[src/rtl/owire_pkg.sv]
// Shared types and timing tables for the single-wire bus master.
// Assumes phase durations fit in PH_W bits of microseconds.
package owire_pkg;

    localparam int PH_W = 10;

    typedef enum logic [2:0] {
        OP_RESET = 3'd0,
        OP_WBIT  = 3'd1,
        OP_RBIT  = 3'd2,
        OP_WBYTE = 3'd3,
        OP_RBYTE = 3'd4
    } op_e;

    typedef enum logic [1:0] {
        SK_RESET,
        SK_WRITE,
        SK_READ
    } slot_kind_e;

    // Ten phase durations, grouped by the slot that uses them
    typedef struct packed {
        logic [PH_W-1:0] rst_pre;
        logic [PH_W-1:0] rst_low;
        logic [PH_W-1:0] rst_wait;
        logic [PH_W-1:0] rst_tail;
        logic [PH_W-1:0] one_low;
        logic [PH_W-1:0] one_rel;
        logic [PH_W-1:0] zero_low;
        logic [PH_W-1:0] zero_rel;
        logic [PH_W-1:0] rd_wait;
        logic [PH_W-1:0] rd_tail;
    } phase_tbl_t;

    // Per-slot plan: four phase lengths plus a sample enable
    typedef struct packed {
        logic [PH_W-1:0] pre;
        logic [PH_W-1:0] low;
        logic [PH_W-1:0] rec;
        logic [PH_W-1:0] tail;
        logic            smp;
    } slot_plan_t;

    // Select the whole timing table for a speed mode
    function automatic phase_tbl_t timing_for(input logic od);
        phase_tbl_t t;
        if (od) begin
            t.rst_pre  = PH_W'(2);   t.rst_low  = PH_W'(70);
            t.rst_wait = PH_W'(8);   t.rst_tail = PH_W'(40);
            t.one_low  = PH_W'(1);   t.one_rel  = PH_W'(7);
            t.zero_low = PH_W'(7);   t.zero_rel = PH_W'(2);
            t.rd_wait  = PH_W'(1);   t.rd_tail  = PH_W'(7);
        end else begin
            t.rst_pre  = PH_W'(0);   t.rst_low  = PH_W'(480);
            t.rst_wait = PH_W'(70);  t.rst_tail = PH_W'(410);
            t.one_low  = PH_W'(6);   t.one_rel  = PH_W'(64);
            t.zero_low = PH_W'(60);  t.zero_rel = PH_W'(10);
            t.rd_wait  = PH_W'(9);   t.rd_tail  = PH_W'(55);
        end
        return t;
    endfunction

    // Map a slot kind onto its four phases
    function automatic slot_plan_t plan_slot(input slot_kind_e kind,
                                             input logic wbit,
                                             input phase_tbl_t t);
        slot_plan_t p;
        case (kind)
            SK_RESET: begin
                p.pre = t.rst_pre;  p.low = t.rst_low;
                p.rec = t.rst_wait; p.tail = t.rst_tail; p.smp = 1'b1;
            end
            SK_READ: begin
                p.pre = '0;         p.low = t.one_low;
                p.rec = t.rd_wait;  p.tail = t.rd_tail;  p.smp = 1'b1;
            end
            default: begin
                p.pre  = '0;
                p.low  = wbit ? t.one_low : t.zero_low;
                p.rec  = wbit ? t.one_rel : t.zero_rel;
                p.tail = '0;
                p.smp  = 1'b0;
            end
        endcase
        return p;
    endfunction

endpackage

[src/rtl/owire_tick.sv]
// Restartable microsecond prescaler.
// Assumes CLK_HZ is a whole multiple of 1 MHz and at least 1 MHz.
// tick is high in the last cycle of every microsecond; clr restarts the count.
module owire_tick #(
    parameter int CLK_HZ = 50_000_000
) (
    input  logic clk,
    input  logic rst_n,
    input  logic clr,
    output logic tick
);
    localparam int DIV = CLK_HZ / 1_000_000;
    localparam int CW  = (DIV > 1) ? $clog2(DIV) : 1;

    generate
        if (DIV <= 1) begin : g_pass
            assign tick = 1'b1;
        end else begin : g_div
            logic [CW-1:0] cnt;
            // Count clock cycles within the current microsecond
            always_ff @(posedge clk) begin
                if (!rst_n || clr)                cnt <= '0;
                else if (cnt == CW'(DIV - 1))     cnt <= '0;
                else                              cnt <= cnt + 1'b1;
            end
            assign tick = (cnt == CW'(DIV - 1));
        end
    endgenerate
endmodule

[src/rtl/owire_sync.sv]
// Multi-flop synchroniser for the asynchronous bus line.
// Resets to 1 because an idle, released line reads high.
module owire_sync #(
    parameter int STAGES = 2
) (
    input  logic clk,
    input  logic rst_n,
    input  logic d,
    output logic q
);
    logic [STAGES-1:0] chain;

    // Shift the line level through the flop chain
    always_ff @(posedge clk) begin
        if (!rst_n) chain <= '1;
        else        chain <= {chain[STAGES-2:0], d};
    end

    assign q = chain[STAGES-1];
endmodule

[src/rtl/owire_slot.sv]
// Slot sequencer: runs one reset, write or read slot as four phases
// (released pre-wait, low, released recovery with optional sample, released tail).
// Assumes start arrives only while the sequencer is idle; start while active is ignored.
// Requests a prescaler restart at every phase boundary, so phase timing is exact.
module owire_slot
    import owire_pkg::*;
(
    input  logic       clk,
    input  logic       rst_n,
    input  logic       tick,
    input  logic       start,
    input  slot_kind_e kind,
    input  logic       wbit,
    input  phase_tbl_t tbl,
    input  logic       line_s,
    output logic       tick_clr,
    output logic       drive_low,
    output logic       slot_done,
    output logic       bit_out
);
    typedef enum logic [2:0] {S_IDLE, S_PRE, S_LOW, S_REC, S_TAIL} sstate_e;

    sstate_e         state;
    slot_plan_t      plan_q;
    logic [PH_W-1:0] cnt;
    logic [PH_W-1:0] cur_len;
    logic            phase_end;
    logic            go;

    assign go = start && (state == S_IDLE);

    // Pick the length of the phase now running
    always_comb begin
        case (state)
            S_PRE:   cur_len = plan_q.pre;
            S_LOW:   cur_len = plan_q.low;
            S_REC:   cur_len = plan_q.rec;
            S_TAIL:  cur_len = plan_q.tail;
            default: cur_len = '0;
        endcase
    end

    assign phase_end = (state != S_IDLE) &&
                       ((cur_len == '0) || (tick && (cnt == cur_len - PH_W'(1))));
    assign tick_clr  = go || phase_end;

    // Count elapsed microseconds inside the current phase
    always_ff @(posedge clk) begin
        if (!rst_n || tick_clr) cnt <= '0;
        else if (tick)          cnt <= cnt + 1'b1;
    end

    // Step through the phases, capture the sample and flag the slot end
    always_ff @(posedge clk) begin
        if (!rst_n) begin
            state     <= S_IDLE;
            plan_q    <= '0;
            slot_done <= 1'b0;
            bit_out   <= 1'b0;
        end else begin
            slot_done <= 1'b0;
            if (go) begin
                plan_q <= plan_slot(kind, wbit, tbl);
                state  <= S_PRE;
            end else if (phase_end) begin
                case (state)
                    S_PRE:  state <= S_LOW;
                    S_LOW:  state <= S_REC;
                    S_REC: begin
                        if (plan_q.smp) bit_out <= line_s;
                        state <= S_TAIL;
                    end
                    default: begin
                        state     <= S_IDLE;
                        slot_done <= 1'b1;
                    end
                endcase
            end
        end
    end

    assign drive_low = (state == S_LOW);
endmodule

[src/rtl/owire_master.sv]
// Single-wire bus master top: command intake, speed latch, byte serialisation.
// Assumes line_in is the wired-AND bus level; line_drive=1 pulls the line low.
// One command at a time; the speed mode is latched at command acceptance.
module owire_master
    import owire_pkg::*;
#(
    parameter int CLK_HZ  = 50_000_000,
    parameter int DATA_W  = 8,
    parameter int SYNC_FF = 2
) (
    input  logic              clk,
    input  logic              rst_n,
    input  logic              cmd_valid,
    input  logic [2:0]        cmd_op,
    input  logic [DATA_W-1:0] cmd_wdata,
    input  logic              speed_od,
    input  logic              line_in,
    output logic              busy,
    output logic              done,
    output logic [DATA_W-1:0] rd_data,
    output logic              presence,
    output logic              line_drive
);
    localparam int BC_W = (DATA_W > 1) ? $clog2(DATA_W) : 1;

    typedef enum logic {T_IDLE, T_RUN} tstate_e;

    tstate_e           state;
    op_e               op_q;
    logic              od_q;
    logic [DATA_W-1:0] tx_q;
    logic [DATA_W-1:0] rx_q;
    logic [DATA_W-1:0] rx_next;
    logic [BC_W-1:0]   bit_cnt;
    logic              go_q;
    logic              last_bit;
    logic              accept;
    logic              tick;
    logic              tick_clr;
    logic              line_s;
    logic              slot_done;
    logic              slot_bit;
    slot_kind_e        kind;

    assign accept   = cmd_valid && (state == T_IDLE) && (cmd_op <= 3'(OP_RBYTE));
    assign last_bit = (bit_cnt == BC_W'(DATA_W - 1));
    assign rx_next  = {slot_bit, rx_q[DATA_W-1:1]};

    // Translate the latched command into a slot kind
    always_comb begin
        case (op_q)
            OP_RESET:          kind = SK_RESET;
            OP_RBIT, OP_RBYTE: kind = SK_READ;
            default:           kind = SK_WRITE;
        endcase
    end

    owire_tick #(.CLK_HZ(CLK_HZ)) u_tick (
        .clk   (clk),
        .rst_n (rst_n),
        .clr   (tick_clr),
        .tick  (tick)
    );

    owire_sync #(.STAGES(SYNC_FF)) u_sync (
        .clk   (clk),
        .rst_n (rst_n),
        .d     (line_in),
        .q     (line_s)
    );

    owire_slot u_slot (
        .clk       (clk),
        .rst_n     (rst_n),
        .tick      (tick),
        .start     (go_q),
        .kind      (kind),
        .wbit      (tx_q[0]),
        .tbl       (timing_for(od_q)),
        .line_s    (line_s),
        .tick_clr  (tick_clr),
        .drive_low (line_drive),
        .slot_done (slot_done),
        .bit_out   (slot_bit)
    );

    // Accept commands, chain slots for byte operations and publish results
    always_ff @(posedge clk) begin
        if (!rst_n) begin
            state    <= T_IDLE;
            op_q     <= OP_RESET;
            od_q     <= 1'b0;
            tx_q     <= '0;
            rx_q     <= '0;
            bit_cnt  <= '0;
            go_q     <= 1'b0;
            done     <= 1'b0;
            rd_data  <= '0;
            presence <= 1'b0;
        end else begin
            go_q <= 1'b0;
            done <= 1'b0;
            if (accept) begin
                state   <= T_RUN;
                op_q    <= op_e'(cmd_op);
                od_q    <= speed_od;
                tx_q    <= cmd_wdata;
                rx_q    <= '0;
                bit_cnt <= '0;
                go_q    <= 1'b1;
            end else if (state == T_RUN && slot_done) begin
                case (op_q)
                    OP_RESET: begin
                        presence <= ~slot_bit;
                        state    <= T_IDLE;
                        done     <= 1'b1;
                    end
                    OP_RBIT: begin
                        rd_data <= DATA_W'(slot_bit);
                        state   <= T_IDLE;
                        done    <= 1'b1;
                    end
                    OP_WBYTE: begin
                        if (last_bit) begin
                            state <= T_IDLE;
                            done  <= 1'b1;
                        end else begin
                            tx_q    <= tx_q >> 1;
                            bit_cnt <= bit_cnt + 1'b1;
                            go_q    <= 1'b1;
                        end
                    end
                    OP_RBYTE: begin
                        if (last_bit) begin
                            rd_data <= rx_next;
                            state   <= T_IDLE;
                            done    <= 1'b1;
                        end else begin
                            rx_q    <= rx_next;
                            bit_cnt <= bit_cnt + 1'b1;
                            go_q    <= 1'b1;
                        end
                    end
                    default: begin
                        state <= T_IDLE;
                        done  <= 1'b1;
                    end
                endcase
            end
        end
    end

    assign busy = (state == T_RUN);
endmodule

[config.mk]
export PLATFORM = sky130hd
export DESIGN_NAME = owire_master
export DESIGN_NICKNAME = d
export VERILOG_FILES = /design/src/rtl/owire_pkg.sv /design/src/rtl/owire_tick.sv /design/src/rtl/owire_sync.sv /design/src/rtl/owire_slot.sv /design/src/rtl/owire_master.sv
export SDC_FILE = /design/constraint.sdc
export NUM_CORES = 1
export LEC_CHECK = 0
export BUFFER_PORTS_ARGS = -buffer_cell sky130_fd_sc_hd__buf_2
export CORE_MARGIN = 2
export CORE_UTILIZATION = 60
export CTS_CLUSTER_DIAMETER = 60
export DETAILED_ROUTE_END_ITERATION = 8
export PLACE_DENSITY = 0.87
export SLEW_MARGIN = 20
export SYNTH_ARGS = -nofsm -noshare
export SYNTH_HDL_FRONTEND = slang
export SYNTH_SLANG_ARGS = --single-unit
[constraint.sdc]
create_clock -name clk -period 5.4 [get_ports clk]
set_input_delay 0.27 -clock clk [delete_from_list [all_inputs] [get_ports clk]]
set_output_delay 0.27 -clock clk [all_outputs]
set_load 0.1 [all_outputs]
; ---- Yosys cells after proc, flatten, opt, wreduce, memory -nomap -nowiden
; Cells that the tools add are included.
[totals]
reg_bits = 99
in_bits = 16
out_inout_bits = 12
elab_cells = 109
[classes]
n_addsub = 4
n_lt_le_gt_ge = 1
eq_ne = 14
n_mux = 26
bitwise = 8
reduce_logical = 34
[ops]
columns = cell, count
row1 = $mux 92, 1
row2 = $pmux 33 s2, 1
row3 = $mux 8, 5
row4 = $pmux 10 s4, 1
row5 = $mux 10, 2
row6 = $pmux 8 s2, 1
row7 = $mux 1, 13
row8 = $eq 3x2->1 const B, 4
row9 = $reduce_and 3->1, 4
row10 = $add 10x1->10 const B, 1
row11 = $eq 10x10->1, 1
row12 = $logic_not 10->1, 1
row13 = $reduce_or 2->1, 5
row14 = $sub 10x1->10 const B, 1
row15 = $eq 3x3->1 const B, 3
row16 = $pmux 3 s3, 1
row17 = $reduce_or 3->1, 3
row18 = $not 1->1, 8
row19 = $reduce_and 4->1, 2
row20 = $reduce_bool 2->1, 4
row21 = $add 6x1->6 const B, 1
row22 = $eq 6x6->1 const B, 1
row23 = $logic_and 1x1->1, 6
row24 = $logic_not 3->1, 2
row25 = other kinds (13), 15

; ---- Longest topological paths before layout
[depth]
depth_word = 10
ltp_mapped = 14
mapped_depth_nobuf = 11

; ---- Hierarchy
; Synthesis repeated with hierarchy kept, for this count alone.
[hier_totals]
hier_cells = 589
hier_area_um2 = 5215.0
[modules_own_cells]
columns = module, instances, cells_per_inst, area_each_um2, seq_area_each_um2
row1 = owire_slot, 1, 392, 3460.8, 1121.1
row2 = owire_master, 1, 166, 1433.9, 680.7
row3 = owire_tick, 1, 27, 267.8, 120.1
row4 = owire_sync, 1, 4, 52.6, 40.0

; ---- Worst setup path after synthesis
; Ideal clock, no wire load.
[synth_path]
kind = register to register
startpoint = register u_slot.state[0]
endpoint = register u_slot.state[0]
setup_ps = 67
arrival_ps = 3074
setup_slack_ps = 2259
stages_incl_launch_ff = 5
path_buffers = 2
cell_sequence = dfxtp_1 > buf_2 > buf_2 > nor3_1 > o311a_1
[synth_via]
elab_chain_cells = 8
elab_cells_between_ends = 18
classes_between = add/sub: 1 / eq/ne: 5 / mux: 4 / reduce/logical: 8
[synth_lines]
columns = item, line
row1 = start: declaration, owire_slot.sv:23  ; sstate_e state;
row2 = start signal: assignment, owire_slot.sv:56  ; state <= S_IDLE;
row3 = start signal: assignment, owire_slot.sv:64  ; state <= S_PRE;
row4 = start signal: assignment, owire_slot.sv:67  ; S_PRE: state <= S_LOW;
row5 = $eq 3x2->1 (*), --
row6 = named net line_drive, owire_master.sv:22  ; output logic line_drive
row7 = $pmux 10 s4, owire_slot.sv:34  ; case (state)
row8 = $sub 10x1->10, owire_slot.sv:44  ; ((cur_len == '0) || (tick && (cnt == cur_len - PH_W'(1))));
row9 = $eq 10x10->1, owire_slot.sv:44
row10 = $logic_and 1x1->1, owire_slot.sv:44
row11 = $logic_or 1x1->1, owire_slot.sv:44
row12 = $logic_and 1x1->1, owire_slot.sv:43  ; assign phase_end = (state != S_IDLE) &&
row13 = $reduce_bool 2->1 (no source line), --
; Mark *: on every way through the listed nets, which the timed path passes. The rest lies on a longest branch. The select of a mux whose other input is x is not followed.
; A chain may end at the register's enable or synchronous reset.

; ---- Final worst setup path
[layout_path]
startpoint = register u_slot.state[0]
endpoint = register u_slot.cnt[8]
[layout_via]
elab_chain_cells = 9
elab_cells_between_ends = 16
classes_between = add/sub: 1 / eq/ne: 5 / mux: 1 / reduce/logical: 9
[layout_lines]
columns = item, line
row1 = $eq 3x3->1 (tied with other cells), owire_slot.sv:34
row2 = $pmux 10 s4, owire_slot.sv:34
row3 = $sub 10x1->10, owire_slot.sv:44
row4 = $eq 10x10->1, owire_slot.sv:44
row5 = $logic_and 1x1->1, owire_slot.sv:44
row6 = $logic_or 1x1->1, owire_slot.sv:44
row7 = $logic_and 1x1->1, owire_slot.sv:43
row8 = $logic_or 1x1->1 (*), owire_slot.sv:45  ; assign tick_clr = go || phase_end;
row9 = $logic_or 1x1->1 (*), owire_slot.sv:49  ; if (!rst_n || tick_clr) cnt <= '0;
row10 = end signal: assignment, owire_slot.sv:50  ; else if (tick) cnt <= cnt + 1'b1;
row11 = end: declaration, owire_slot.sv:25  ; logic [PH_W-1:0] cnt;
; Mark *: on every way between the ends. The rest lies on a longest branch, timed or not.

==> impl_metrics.env <==
export IMPL_grt_pass1_wl_um=13100
export IMPL_r2r_start="u_slot.state[0]"
export IMPL_ant_nets=0
export IMPL_antenna_found_initial=0
export IMPL_syn_nets=448
export IMPL_cp_start_kind="flip-flop"
export IMPL_core_um2=5890
export IMPL_drt_wirelength_per_cell_um=15.4
export IMPL_antenna_cells=0
export IMPL_yosysSeqAreaShare=0.411
export IMPL_rows=28
export IMPL_holdWs_ps=120
export IMPL_ctsResizeCount=0
export IMPL_ys_seq_elements=75
export IMPL_n_fill_cell=466
export IMPL_cp_cell_sequence="and4bb_2, nor3_1, ha_1, inv_1, a221oi_1, nand4_1, xnor2_1, nor4b_2, nand3_1, o31ai_4, nor2_1"
export IMPL_synth_compound_area_frac=0.166
export IMPL_cts_path_max_buffers=2
export IMPL_nNetsFinal=469
export IMPL_synth_xor_area_share=0.0576
export IMPL_clk_pin_slew_worst_paths_ps=80
export IMPL_syn_area_per_cell_um2=8.67
export IMPL_cts_sinks=75
export IMPL_cts_tree="done"
export IMPL_synthDistinctLibCells=57
export IMPL_drc=0
export IMPL_grt_usage=0.253
export IMPL_hold_path_startpoint="line_in"
export IMPL_skew_ps=9.30
export IMPL_grt_overflow=0
export IMPL_dr_pass1_iters=6
export IMPL_muxShareOfSynthArea=0.0507
export IMPL_timing_final_setup_violations=0
export IMPL_mappedNetlistArea_um2=3650
export IMPL_hp_class="input port to flip-flop"
export IMPL_slowest_stage="dfxtp_1"
export IMPL_p_leak_nw=1.51
export IMPL_synth_area_top_cells="dfxtp_1 41%, nor2_1 6.1%, nand2_1 4.7%, a21oi_1 4.4%, mux2i_1 3.8%"
export IMPL_ys_top_cells_by_count="75 x dfxtp_1, 59 x nor2_1, 46 x nand2_1, 32 x a21oi_1, 17 x nor3_1"
export IMPL_grt_pass1_vias=2887
export IMPL_synth_top_area_share=0.411
export IMPL_crit_arrival_ps=3960
export IMPL_peakVddDrop_v=0.000241
export IMPL_area_growth_pct=9.22
export IMPL_cts_hold_buf=0
export IMPL_synth_edf_count=0
export IMPL_cpPeakStageDelay_ps=690
export IMPL_dieArea_um2=6720
export IMPL_grt_max_degree=26
export IMPL_status="completed"
export IMPL_synth_most_common_cell="dfxtp_1"
export IMPL_layout_min_cycle_time_ps=3750
export IMPL_fp_dieW_um=82.0
export IMPL_ioPinCount=28
export IMPL_critPathKind="flip-flop to flip-flop"
export IMPL_synthCells=421
export IMPL_hpwl_um=5580
export IMPL_rsz0062_at_grt="no"
export IMPL_io_buffers=27
export IMPL_cts_inserted_buffers=9
export IMPL_cap_violations=0
export IMPL_tightest_slew_ps=825
export IMPL_drive_above_1_share=0.139
export IMPL_postCtsSetupBuffers=0
export IMPL_die_height_um=82.0
export IMPL_period_share=0.695
export IMPL_htreeDepth=3
export IMPL_synth_ff_type="dfxtp_1"
export IMPL_synthAdderAreaFrac=0.0377
export IMPL_worstSetupEndpointType="flip-flop"
export IMPL_initial_utilization=0.620
export IMPL_slew_headroom=0.446
export IMPL_finalHoldViolCount=0
export IMPL_synth_top_family_by_area="simple AND/OR/NAND/NOR gates"
export IMPL_startpoint="u_slot.state[0]"
export IMPL_yosysWarningCount=0
export IMPL_clock_latency_ps=350
export IMPL_power_per_cell_area_nw_per_um2=287
export IMPL_gp_congestion=0.870
export IMPL_via_per_inst=5.97
export IMPL_totalNegativeSetupSlack_ps=0
export IMPL_synth_area_leader_cell="dfxtp_1"
export IMPL_via_count=3118
export IMPL_async_flop_share=0
export IMPL_drtIter0Drc=170
export IMPL_synth_simple_area_share=0.244
export IMPL_crit_fanout=21
export IMPL_critPathRequiredTime_ps=5610
export IMPL_cts_root_buf="clkbuf_8"
export IMPL_timing_fmax_mhz=266
export IMPL_maxSlewViolCount=0
export IMPL_wl_um=8040
## worst max-delay path: cells and delay by family, from the launching register on
kind,cells,cell delay [ps]
and+or+nand+nor,6,1570
AOI/OAI and AO/OA,2,780
DFF,1,690
adders and majority gates,1,280
xor gates and xnor gates,1,210
buffers and inverters,1,80
## state kept, by name, indices dropped and copies added, names as in the netlist, 2 cells and up
signal and cells:
rx_q 7, u_slot.cnt 10, u_slot.state 3, u_tick.g_div.cnt 6
u_slot.plan_q 18, u_sync.chain 2, op_q 3, bit_cnt 3
tx_q 8, rd_data 8
## kinds of logic after synthesis
logic type               Yosys count
buffers and inverters             27
multiplexers                      18
AND/OR/NAND/NOR                  180
AO/OA/AOI/OAI                     86
XOR/XNOR                          24
flip-flops                        75
adder cells (fa/ha/maj)           11
## power breakdown
| part | total (mW) | internal [mW] | switching [mW] | leakage [nW] |
|---|---|---|---|---|
| clock | 0.396 | 0.181 | 0.215 | 0.0859 |
| sequential | 0.606 | 0.577 | 0.0300 | 0.608 |
| combinational | 0.142 | 0.0514 | 0.0910 | 0.815 |
## final cells by class
type | count | area, um2 | area share
Clock inverter | 5 | 37.5 | 0.00941
Inverter | 8 | 30.0 | 0.00753
Multi-Input combinational cell | 319 | 2030 | 0.510
Tap cell | 75 | 93.8 | 0.0235
Sequential cell | 75 | 1500 | 0.377
Clock buffer | 11 | 141 | 0.0355
Timing Repair Buffer | 29 | 150 | 0.0377
## routing by layer
layer  vias to the layer above  global-route usage  part of all wire
li1                       1542                   -                 -
met1                      1481               0.309              0.45
met2                        80               0.422              0.49
met3                        15              0.0659             0.041
met4                         0               0.102             0.017
met5                         -                   0                 0
## metrics by stage
| step | cell area (um2) | util | instances | worst slack, ps | total power, mW |
|---|---|---|---|---|---|
| floorplan | 3650 | - | 421 | 2260 | 0.731 |
| global placement | 3800 | 0.646 | 506 | 1860 | 0.753 |
| detailed placement | 3800 | 0.646 | 506 | 1700 | 0.758 |
| CTS | 3980 | 0.677 | 522 | 1680 | 1.15 |
| global route | 3990 | 0.678 | 522 | 1180 | 1.19 |
| finish | 3990 | 0.678 | 522 | 1650 | 1.14 |
## path summary, 6_finish.rpt
check,endpoint,slack (ps),cells past startpoint
worst max-delay path,u_slot.cnt[8],1650,11
worst min-delay path,u_sync.chain[0],120,2
worst max register to register,u_slot.cnt[8],1650,11
worst min register to register,u_sync.chain[1],410,1
## cells in the final DEF (no fill, tap or decap), types with 5 or more instances in the layout
| cell type | synthesis | layout |
|---|---|---|
| xnor2_1 | 14 | 14 |
| o21ai_0 | 9 | 9 |
| nand2_1 | 46 | 46 |
| buf_2 | 4 | 27 |
| a21oi_1 | 32 | 32 |
| mux2i_1 | 14 | 14 |
| dfxtp_1 | 75 | 75 |
| inv_1 | 8 | 8 |
| a22oi_1 | 13 | 13 |
| ha_1 | 11 | 11 |
| clkbuf_8 | 0 | 10 |
| nor2b_1 | 5 | 5 |
| nor2_1 | 59 | 59 |
| nor3_1 | 17 | 16 |
| nand4_1 | 5 | 5 |
| xor2_1 | 10 | 10 |
| nand3_1 | 16 | 16 |
Power figures use the tool's default switching activity.
